==> src/rtl/sstx_pkg.sv <==
package sstx_pkg;
   // Fewest synchroniser flops accepted for external clock and select.
   localparam int unsigned SSTX_MIN_SYNC = 2;

   // Resting level of the serial clock for a given polarity select.
   function automatic logic idle_level(input logic pol);
      return ~pol;
   endfunction
endpackage

==> src/rtl/sstx_clkgen.sv <==
module sstx_clkgen
   import sstx_pkg::*;
#(
   parameter int unsigned DIV_W       = 8,
   parameter int unsigned SYNC_STAGES = 2
) (
   input  logic             clk,
   input  logic             rst_n,
   input  logic             master,
   input  logic             run,
   input  logic             clk_pol,
   input  logic [DIV_W-1:0] div_half,
   input  logic             sclk_in,
   input  logic             sel_n_in,
   output logic             trail,
   output logic             sclk_out,
   output logic             sel_s
);
   logic                   idle;
   logic [SYNC_STAGES-1:0] sck_q;
   logic [SYNC_STAGES-1:0] sel_q;
   logic                   s_prev;
   logic                   s_cur;
   logic [DIV_W-1:0]       cnt;
   logic [DIV_W-1:0]       half;
   logic                   phase;
   logic                   term;

   assign idle = idle_level(clk_pol);

   // Synchroniser chain for the external clock and select.
   for (genvar g = 0; g < SYNC_STAGES; g++) begin : g_sync
      if (g == 0) begin : g_first
         always_ff @(posedge clk or negedge rst_n) begin
            if (!rst_n) begin
               sck_q[g] <= 1'b0;
               sel_q[g] <= 1'b1;
            end else begin
               sck_q[g] <= sclk_in;
               sel_q[g] <= sel_n_in;
            end
         end
      end else begin : g_next
         always_ff @(posedge clk or negedge rst_n) begin
            if (!rst_n) begin
               sck_q[g] <= 1'b0;
               sel_q[g] <= 1'b1;
            end else begin
               sck_q[g] <= sck_q[g-1];
               sel_q[g] <= sel_q[g-1];
            end
         end
      end
   end

   assign s_cur = sck_q[SYNC_STAGES-1];
   assign sel_s = sel_q[SYNC_STAGES-1];

   always_ff @(posedge clk or negedge rst_n) begin
      if (!rst_n) s_prev <= 1'b0;
      else        s_prev <= s_cur;
   end

   // Master divider: phase 0 = idle half, phase 1 = active half.
   assign half = (div_half == '0) ? DIV_W'(1) : div_half;
   assign term = (cnt == half - DIV_W'(1));

   always_ff @(posedge clk or negedge rst_n) begin
      if (!rst_n) begin
         cnt   <= '0;
         phase <= 1'b0;
      end else if (!run || !master) begin
         cnt   <= '0;
         phase <= 1'b0;
      end else if (term) begin
         cnt   <= '0;
         phase <= ~phase;
      end else begin
         cnt   <= cnt + DIV_W'(1);
      end
   end

   always_comb begin
      if (master) begin
         trail    = run & term & phase;
         sclk_out = idle ^ phase;
      end else begin
         trail    = run & (s_prev != idle) & (s_cur == idle);
         sclk_out = idle;
      end
   end
endmodule

==> src/rtl/sstx_shifter.sv <==
module sstx_shifter #(
   parameter int unsigned W = 8
) (
   input  logic         clk,
   input  logic         rst_n,
   input  logic         load,
   input  logic [W-1:0] load_data,
   input  logic         lsb_first,
   input  logic         advance,
   input  logic         abort,
   output logic         busy,
   output logic         bit_out,
   output logic         frame_done
);
   localparam int unsigned CNT_W = (W > 2) ? $clog2(W) : 1;

   logic [W-1:0]     sh;
   logic [CNT_W-1:0] cnt;

   assign frame_done = busy & advance & (cnt == CNT_W'(W-1));
   assign bit_out    = lsb_first ? sh[0] : sh[W-1];

   always_ff @(posedge clk or negedge rst_n) begin
      if (!rst_n) begin
         sh   <= '0;
         cnt  <= '0;
         busy <= 1'b0;
      end else if (abort) begin
         cnt  <= '0;
         busy <= 1'b0;
      end else if (load) begin
         sh   <= load_data;
         cnt  <= '0;
         busy <= 1'b1;
      end else if (busy && advance) begin
         sh <= lsb_first ? (sh >> 1) : (sh << 1);
         if (frame_done) begin
            cnt  <= '0;
            busy <= 1'b0;
         end else begin
            cnt  <= cnt + CNT_W'(1);
         end
      end
   end
endmodule

==> src/rtl/sstx_engine.sv <==
module sstx_engine
   import sstx_pkg::*;
#(
   parameter int unsigned DATA_W      = 8,
   parameter int unsigned DIV_W       = 8,
   parameter int unsigned SYNC_STAGES = 2
) (
   input  logic              clk,
   input  logic              rst_n,
   input  logic              wr_en,
   input  logic [DATA_W-1:0] wr_data,
   input  logic              tend_clr,
   input  logic              tx_ie,
   input  logic              tend_ie,
   input  logic              ovr_flag,
   input  logic              master_mode,
   input  logic              clk_pol,
   input  logic              lsb_first,
   input  logic [DIV_W-1:0]  div_half,
   input  logic              sclk_in,
   input  logic              sel_n,
   output logic              sclk_out,
   output logic              sclk_oe,
   output logic              sdo,
   output logic              sdo_oe,
   output logic              tde,
   output logic              tend,
   output logic              txi_irq,
   output logic              tei_irq
);
   if (DATA_W < 2) begin : g_bad_data_w
      $error("sstx_engine: DATA_W must be at least 2");
   end
   if (DIV_W < 1) begin : g_bad_div_w
      $error("sstx_engine: DIV_W must be at least 1");
   end
   if (SYNC_STAGES < SSTX_MIN_SYNC) begin : g_bad_sync
      $error("sstx_engine: SYNC_STAGES below minimum");
   end

   logic [DATA_W-1:0] hold;
   logic              busy;
   logic              trail;
   logic              sel_s;
   logic              bit_out;
   logic              frame_done;
   logic              fin;
   logic              startable;
   logic              load;
   logic              abort;

   sstx_clkgen #(.DIV_W(DIV_W), .SYNC_STAGES(SYNC_STAGES)) u_clkgen (
      .clk      (clk),
      .rst_n    (rst_n),
      .master   (master_mode),
      .run      (busy),
      .clk_pol  (clk_pol),
      .div_half (div_half),
      .sclk_in  (sclk_in),
      .sel_n_in (sel_n),
      .trail    (trail),
      .sclk_out (sclk_out),
      .sel_s    (sel_s)
   );

   sstx_shifter #(.W(DATA_W)) u_shifter (
      .clk        (clk),
      .rst_n      (rst_n),
      .load       (load),
      .load_data  (hold),
      .lsb_first  (lsb_first),
      .advance    (trail),
      .abort      (abort),
      .busy       (busy),
      .bit_out    (bit_out),
      .frame_done (frame_done)
   );

   assign abort     = ~master_mode & busy & sel_s;
   assign fin       = frame_done & ~abort;
   assign startable = ~tde & ~ovr_flag & (master_mode | ~sel_s);
   assign load      = startable & (~busy | fin);

   always_ff @(posedge clk or negedge rst_n) begin
      if (!rst_n) begin
         hold <= '0;
         tde  <= 1'b1;
         tend <= 1'b0;
      end else begin
         if (wr_en)     hold <= wr_data;
         if (wr_en)     tde  <= 1'b0;
         else if (load) tde  <= 1'b1;
         if (wr_en || tend_clr)  tend <= 1'b0;
         else if (fin && tde)    tend <= 1'b1;
      end
   end

   assign sdo     = busy ? bit_out : 1'b1;
   assign sdo_oe  = master_mode | ~sel_s;
   assign sclk_oe = master_mode;
   assign txi_irq = tde & tx_ie;
   assign tei_irq = tend & tend_ie;
endmodule

==> config.mk <==
export PLATFORM = sky130hd
export DESIGN_NAME = sstx_engine
export DESIGN_NICKNAME = d
export VERILOG_FILES = /design/src/rtl/sstx_pkg.sv /design/src/rtl/sstx_clkgen.sv /design/src/rtl/sstx_shifter.sv /design/src/rtl/sstx_engine.sv
export SDC_FILE = /design/constraint.sdc
export NUM_CORES = 1
export LEC_CHECK = 0
export BUFFER_PORTS_ARGS = -buffer_cell sky130_fd_sc_hd__buf_2
export CAP_MARGIN = 0
export CORE_MARGIN = 4
export CORE_UTILIZATION = 30
export CTS_BUF_LIST = sky130_fd_sc_hd__clkbuf_16
export DETAILED_ROUTE_END_ITERATION = 12
export GPL_ROUTABILITY_DRIVEN = 0
export SLEW_MARGIN = 40
export SYNTH_ARGS = -nofsm -noshare
export SYNTH_HDL_FRONTEND = slang
export SYNTH_SLANG_ARGS = --single-unit
==> constraint.sdc <==
create_clock -name clk -period 3.21 [get_ports clk]
set_input_delay 0.1605 -clock clk [delete_from_list [all_inputs] [get_ports clk]]
set_output_delay 0.1605 -clock clk [all_outputs]
set_load 0.05 [all_outputs]
# Word-level counts from Yosys, hierarchy flattened
# Cells that the tools add are included.
[word_totals] register_bits=36 in_bits=28 out_inout_bits=8 elab_cells=84
[op_classes] add_sub_neg=3 n_eq_ne=4 muxes=24 bitwise_logic=25 n_reduce_logical=15
[op_table] op="two-way mux 8 bit" count=6
[op_table] op="AND 1 bit" count=14
[op_table] op="two-way mux 1 bit" count=14
[op_table] op="two-way mux 3 bit" count=4
[op_table] op="adder 8 x 1 -> 8 bit, second input constant" count=1
[op_table] op="equality test 8 bit" count=1
[op_table] op="zero test 8 bit" count=1
[op_table] op="inverter 1 bit" count=8
[op_table] op="nonzero test 2 bit" count=4
[op_table] op="subtractor 8 x 1 -> 8 bit, second input constant" count=1
[op_table] op="nonzero test 3 bit" count=2
[op_table] op="AND reduction 2 bit" count=2
[op_table] op="adder 3 x 1 -> 3 bit, second input constant" count=1
[op_table] op="equality test 3 bit, second input constant" count=1
[op_table] op="logical AND 1 bit" count=2
[op_table] op="zero test 1 bit" count=2
[op_table] op="logical OR 1 bit" count=2
[op_table] op="bitwise OR 1 bit" count=2
[op_table] op="equality test 1 bit" count=1
[op_table] op="inequality test 1 bit" count=1
[op_table] op="bitwise XOR 1 bit" count=1

# Longest topological paths before layout
[depth] ltp_word=14 depth_mapped=13 depth_no_buf=11

# Modules after synthesis
# From an unflattened synthesis, not the netlist that was laid out.
[hier_totals] cells_unflattened=198 area_unflattened_um2=2119.5
[modules_own_cells] mod="sstx_clkgen" instances=1 cells_each=94 area_per_inst_um2=898.4 seq_area_each_um2=352.8
[modules_own_cells] mod="sstx_shifter" instances=1 cells_each=71 area_per_inst_um2=755.7 seq_area_each_um2=300.3
[modules_own_cells] mod="sstx_engine" instances=1 cells_each=33 area_per_inst_um2=465.4 seq_area_each_um2=251.5

# Least setup slack after synthesis
# OpenSTA, ideal clock, no wires.
[synth_path] kind="input to register" from="input div_half[3]" to="register u_shifter.sh[2]" setup_time_ps=95 t_arrival_ps=2811 slack_ps=303 cell_stages=13 path_buffers=2 cell_sequence="buf_6 -> or4_4 -> nor2_1 -> a21oi_1 -> ha_1 -> xnor2_1 -> a21oi_1 -> o221ai_1 -> a221oi_1 -> a211o_1 -> buf_4 -> a21oi_1 -> o31ai_1"
[synth_between] elab_chain_cells=14
[synth_rtl] element="start, declared" line_no="sstx_engine.sv:19" source="input logic [DIV_W-1:0] div_half,"
[synth_rtl] element="zero test 8 bit" line_no="sstx_clkgen.sv:65" source="assign half = (div_half == '0) ? DIV_W'(1) : div_half;"
[synth_rtl] element="two-way mux 8 bit *" line_no="sstx_clkgen.sv:65"
[synth_rtl] element="subtractor 8 x 1 -> 8 bit *" line_no="sstx_clkgen.sv:66" source="assign term = (cnt == half - DIV_W'(1));"
[synth_rtl] element="equality test 8 bit *" line_no="sstx_clkgen.sv:66"
[synth_rtl] element="AND 1 bit * (2 in a row)" line_no="sstx_clkgen.sv:85" source="trail = run & term & phase;"
[synth_rtl] element="two-way mux 1 bit *" line_no="sstx_clkgen.sv:84" source="if (master) begin"
[synth_rtl] element="AND 1 bit (2 in a row)" line_no="sstx_shifter.sv:20" source="assign frame_done = busy & advance & (cnt == CNT_W'(W-1));"
[synth_rtl] element="AND 1 bit" line_no="sstx_engine.sv:80" source="assign fin = frame_done & ~abort;"
[synth_rtl] element="bitwise OR 1 bit" line_no="sstx_engine.sv:82" source="assign load = startable & (~busy | fin);"
[synth_rtl] element="AND 1 bit" line_no="sstx_engine.sv:82"
[synth_rtl] element="nonzero test 2 bit (no line)"
[synth_rtl] element="AND reduction 2 bit (no line)"
[synth_rtl] element="end signal, assigned" line_no="sstx_shifter.sv:32" source="sh <= load_data;"
[synth_rtl] element="end signal, assigned" line_no="sstx_shifter.sv:36" source="sh <= lsb_first ? (sh >> 1) : (sh << 1);"
[synth_rtl] element="end, declared" line_no="sstx_shifter.sv:17" source="logic [W-1:0] sh;"
# Mark *: on every way between the ends. The rest lies on a longest branch, timed or not.
# A chain may end at the register's enable or synchronous reset.

# Worst setup path after layout
[layout_path] from="input div_half[3]" to="register u_shifter.cnt[0]"
[layout_between] elab_chain_cells=14
[layout_rtl] element="zero test 8 bit" line_no="sstx_clkgen.sv:65"
[layout_rtl] element="two-way mux 8 bit *" line_no="sstx_clkgen.sv:65"
[layout_rtl] element="subtractor 8 x 1 -> 8 bit *" line_no="sstx_clkgen.sv:66"
[layout_rtl] element="equality test 8 bit *" line_no="sstx_clkgen.sv:66"
[layout_rtl] element="AND 1 bit * (2 in a row)" line_no="sstx_clkgen.sv:85"
[layout_rtl] element="two-way mux 1 bit *" line_no="sstx_clkgen.sv:84"
[layout_rtl] element="AND 1 bit (2 in a row)" line_no="sstx_shifter.sv:20"
[layout_rtl] element="AND 1 bit" line_no="sstx_engine.sv:80"
[layout_rtl] element="bitwise OR 1 bit" line_no="sstx_engine.sv:82"
[layout_rtl] element="AND 1 bit" line_no="sstx_engine.sv:82"
[layout_rtl] element="two-way mux 3 bit" line_no="sstx_shifter.sv:31" source="end else if (load) begin"
[layout_rtl] element="two-way mux 3 bit" line_no="sstx_shifter.sv:28" source="end else if (abort) begin"
[layout_rtl] element="end signal, assigned" line_no="sstx_shifter.sv:41" source="cnt <= cnt + CNT_W'(1);"
[layout_rtl] element="end, declared" line_no="sstx_shifter.sv:18" source="logic [CNT_W-1:0] cnt;"
# Mark *: on every way between the ends. The rest lies on a longest branch, timed or not. The select of a mux whose other input is x is not followed.

==> flow_summary.json <==
{
  "synth_flop_cell": "sky130_fd_sc_hd__dfrtp_1",
  "timing.reg2reg.worst_path_depth": 7,
  "ys_ff_latch": 36,
  "rsz0062_at_grt": "no",
  "routedWlPerCell_um": 13.19,
  "initial_core_util_pct": 31.19,
  "netlist_top_cells_count": "33 x sky130_fd_sc_hd__dfrtp_1, 19 x sky130_fd_sc_hd__nor2_1, 17 x sky130_fd_sc_hd__a21oi_1, 14 x sky130_fd_sc_hd__mux2_2, 14 x sky130_fd_sc_hd__nand3_1",
  "htreeDepth": 2,
  "die_height_um": 92.28,
  "yosysUniqueCellTypes": 46,
  "min_delay_path_depth": 2,
  "hold_path.class": "input port to flop",
  "cts_resized": 0,
  "area_growth_syn_to_layout_pct": 20.96,
  "synth-edff-count": 0,
  "postSynthNetCount": 247,
  "worst-path-max-fanout": 7,
  "achievable-frequency_mhz": 363.6,
  "report.final.setup_viol": 0,
  "syn_inst": 215,
  "grt_pass1_vias": 1743,
  "largest_cells_by_area_after_synthesis": "sky130_fd_sc_hd__dfrtp_1 39%, sky130_fd_sc_hd__mux2_2 7.4%, sky130_fd_sc_hd__xor2_1 4.5%, sky130_fd_sc_hd__a21oi_1 4.0%, sky130_fd_sc_hd__dfstp_2 3.7%",
  "post-route-period-util_pct": 85.68,
  "core_area_sq_um": 6832,
  "worst_skew_pair_later_pin_latency_ns": 0.27,
  "clock_path_buffers": 2,
  "crit_arrival_ns": 2.94,
  "synth-seq-area-share_pct": 42.45,
  "globalRouteTotalUtil_pct": 11.71,
  "critical_path_class": "input port to flop",
  "worst_ir_drop_vdd_mv": 0.2831,
  "synth.avg_cell_area_sq_um": 9.911,
  "top_level_i_o_count": 36,
  "final_hold_viol_count": 0,
  "holdWs_ns": 0.05269,
  "synth_largest_area_cell": "sky130_fd_sc_hd__dfrtp_1",
  "wirelength_mm": 4.656,
  "worst_path_max_delay_cell": "sky130_fd_sc_hd__or4_4",
  "hold_buffers": 2,
  "number_of_buffers_added_by_the_clock_tree_synthesis_step": 5,
  "critical_path.max_stage_delay_ns": 0.56,
  "numClockSinks": 36,
  "detailed_place_hpwl_mm": 3.521,
  "fin_skew_ns": 0.006770,
  "antenna_found_initial": 0,
  "nets": 288,
  "row_count": 30,
  "antenna_violating_nets_post_route": 0,
  "global_route.overflow_total": 0,
  "initialDrtViolationCount": 101,
  "grt_max_degree": 37,
  "finalMaxSlewViolations": 0,
  "timing.final.crit_period_ns": 2.750,
  "power.static_leakage_nw": 1.113,
  "drc": 0,
  "post_synth_instance_area_sq_um": 2131,
  "clkTransAtPathRegs_ns": 0.05,
  "tightestPinTransition_ns": 0.6553,
  "vias": 1720,
  "timing.max_cap.violations": 0,
  "post_drt_via_cell_ratio": 4.873,
  "dpl-instance-area_sq_um": 2407,
  "grt_first_pass_wirelength_mm": 8.093,
  "clk_root_buffer_cell": "sky130_fd_sc_hd__clkbuf_16",
  "post-synth-top-area-fraction_pct": 38.76,
  "total_power_mw": 1.311,
  "run_status": "complete, no violations",
  "cp-end-kind": "flop",
  "yosysWarningCount": 0,
  "max_slew_margin_pct": 56.02,
  "chipWidth_um": 92.28,
  "port-buffer-count": 35,
  "tritoncts": "yes",
  "critPathRequiredTime_ns": 3.40,
  "launching_element_type_of_the_critical_path": "input port",
  "drive_gt1_share_pct": 27.63,
  "setup_tns_final_ns": 0,
  "n_antenna_cell": 0,
  "dieArea_sq_um": 8515,
  "stdcell_area_sq_um": 2577,
  "drt-pass1-iter-count": 4,
  "powerDensity_nw_per_um2": 508.5,
  "yosysMostFrequentCell": "sky130_fd_sc_hd__dfrtp_1",
  "cell_breakdown_of_the_critical_path": "buf_2, or4_4, nor2_1, a21oi_1, ha_1, nor3b_2, a21o_1, o211ai_1, a221oi_1, a211o_1, buf_4, a211o_1, a21oi_1",
  "cts.repair_timing.setup_buffer_count": 0,
  "fraction_of_synthesis_flops_using_an_asynchronous_set_or_reset_pin_pct": 100.0
}
layout make-up:
cell class              instances  area, sq um
clock buffers                   5        125.1
clock inverters                 3        12.51
fillers                       721         4254
inverters                      12        45.04
multi-input cells             157         1117
flip-flops and latches         36        904.6
well taps                      96        120.1
repair buffers                 44        252.7
flip-flops by register name (all words and copies together) (netlist names):
signal and cells:
u_clkgen.cnt 8, u_clkgen.sel_s 1, u_shifter.busy 1, u_clkgen.phase 1, tde 1, u_clkgen.s_cur 1
u_shifter.cnt 3, u_shifter.sh 8, hold 8, tend 1, u_clkgen.sel_q 1, u_clkgen.s_prev 1
u_clkgen.sck_q 1
per-stage QoR:
step	util (%)	setup WS, ns	std cells
after floorplan	-	0.3031	215
after global placement	35.24	0.2255	342
after detailed placement	35.24	0.1930	342
after CTS	37.55	0.4821	352
after global routing	37.73	0.2199	353
final	37.73	0.4596	353
metal layers:
| metal | share of wire [%] | vias up | track usage [%] | wire [um] |
|---|---|---|---|---|
| met3 | 2.7 | 4 | 2.625 | 125 |
| met5 | 0 | - | 0 | 0 |
| li1 | - | 862 | - | - |
| met1 | 48 | 828 | 15.76 | 2256 |
| met2 | 48 | 26 | 18.31 | 2217 |
| met4 | 1.2 | 0 | 4.332 | 56 |
worst max-delay path, delay by kind of cell:
kind            cells  cell delay (ns)
buf+inv             2             0.33
fa+ha+maj           1             0.28
compound gates      7             1.27
simple gates        3             0.90
layout by cell type (no fill, tap or decap), types with 2 or more instances in the layout:
| cell type | instances |
|---|---|
| sky130_fd_sc_hd__xnor2_1 | 6 |
| sky130_fd_sc_hd__a211oi_1 | 2 |
| sky130_fd_sc_hd__nand3_1 | 14 |
| sky130_fd_sc_hd__nand2_1 | 6 |
| sky130_fd_sc_hd__nor4_1 | 2 |
| sky130_fd_sc_hd__a21oi_1 | 17 |
| sky130_fd_sc_hd__buf_2 | 34 |
| sky130_fd_sc_hd__a221oi_1 | 2 |
| sky130_fd_sc_hd__inv_1 | 14 |
| sky130_fd_sc_hd__dfstp_2 | 3 |
| sky130_fd_sc_hd__xor2_1 | 11 |
| sky130_fd_sc_hd__and2_1 | 2 |
| sky130_fd_sc_hd__and3_1 | 3 |
| sky130_fd_sc_hd__o31ai_1 | 6 |
| sky130_fd_sc_hd__o211ai_1 | 3 |
| sky130_fd_sc_hd__ha_1 | 4 |
| sky130_fd_sc_hd__dlygate4sd3_1 | 3 |
| sky130_fd_sc_hd__dfrtp_1 | 33 |
| sky130_fd_sc_hd__clkbuf_16 | 5 |
| sky130_fd_sc_hd__mux2i_1 | 2 |
| sky130_fd_sc_hd__o21ai_1 | 2 |
| sky130_fd_sc_hd__nor3_1 | 8 |
| sky130_fd_sc_hd__nor2_1 | 19 |
| sky130_fd_sc_hd__a31oi_1 | 2 |
| sky130_fd_sc_hd__a211o_1 | 3 |
| sky130_fd_sc_hd__buf_4 | 7 |
| sky130_fd_sc_hd__and2b_1 | 2 |
| sky130_fd_sc_hd__nor2b_1 | 2 |
| sky130_fd_sc_hd__mux2_2 | 14 |
| sky130_fd_sc_hd__o21ai_0 | 10 |
logic make-up after synthesis:
| family | Yosys count | share of synthesized area (%) |
|---|---|---|
| xor+xnor | 17 | 6.988 |
| buf+inv | 22 | 5.108 |
| simple gates | 61 | 14.39 |
| compound gates | 59 | 20.38 |
| flops | 36 | 42.45 |
| mux | 16 | 8.338 |
| fa+ha+maj | 4 | 2.349 |
worst paths after layout:
check                      slack (ns)                           end                        start
min in group asynchronous        0.39     u_clkgen.cnt[0]$_DFF_PN0_                        rst_n
hold reg to reg                  0.35      u_clkgen.s_cur$_DFF_PN0_  u_clkgen.sck_q[0]$_DFF_PN0_
setup / recovery                 0.46  u_shifter.cnt[0]$_DFFE_PN0P_                  div_half[3]
hold / removal                   0.05              tend$_DFFE_PN0P_                     tend_clr
max in group asynchronous        2.47               tde$_DFFE_PN1P_                        rst_n
setup reg to reg                 0.70  u_shifter.cnt[1]$_DFFE_PN0P_    u_clkgen.cnt[3]$_DFF_PN0_
where the power goes:
part	switching, mW	leakage [nW]	internal [mW]
clock	0.169	0.0762	0.280
sequential	0.0496	0.451	0.521
combinational	0.158	0.585	0.133
total	0.377	1.11	0.934
Power figures use the tool's default switching activity.
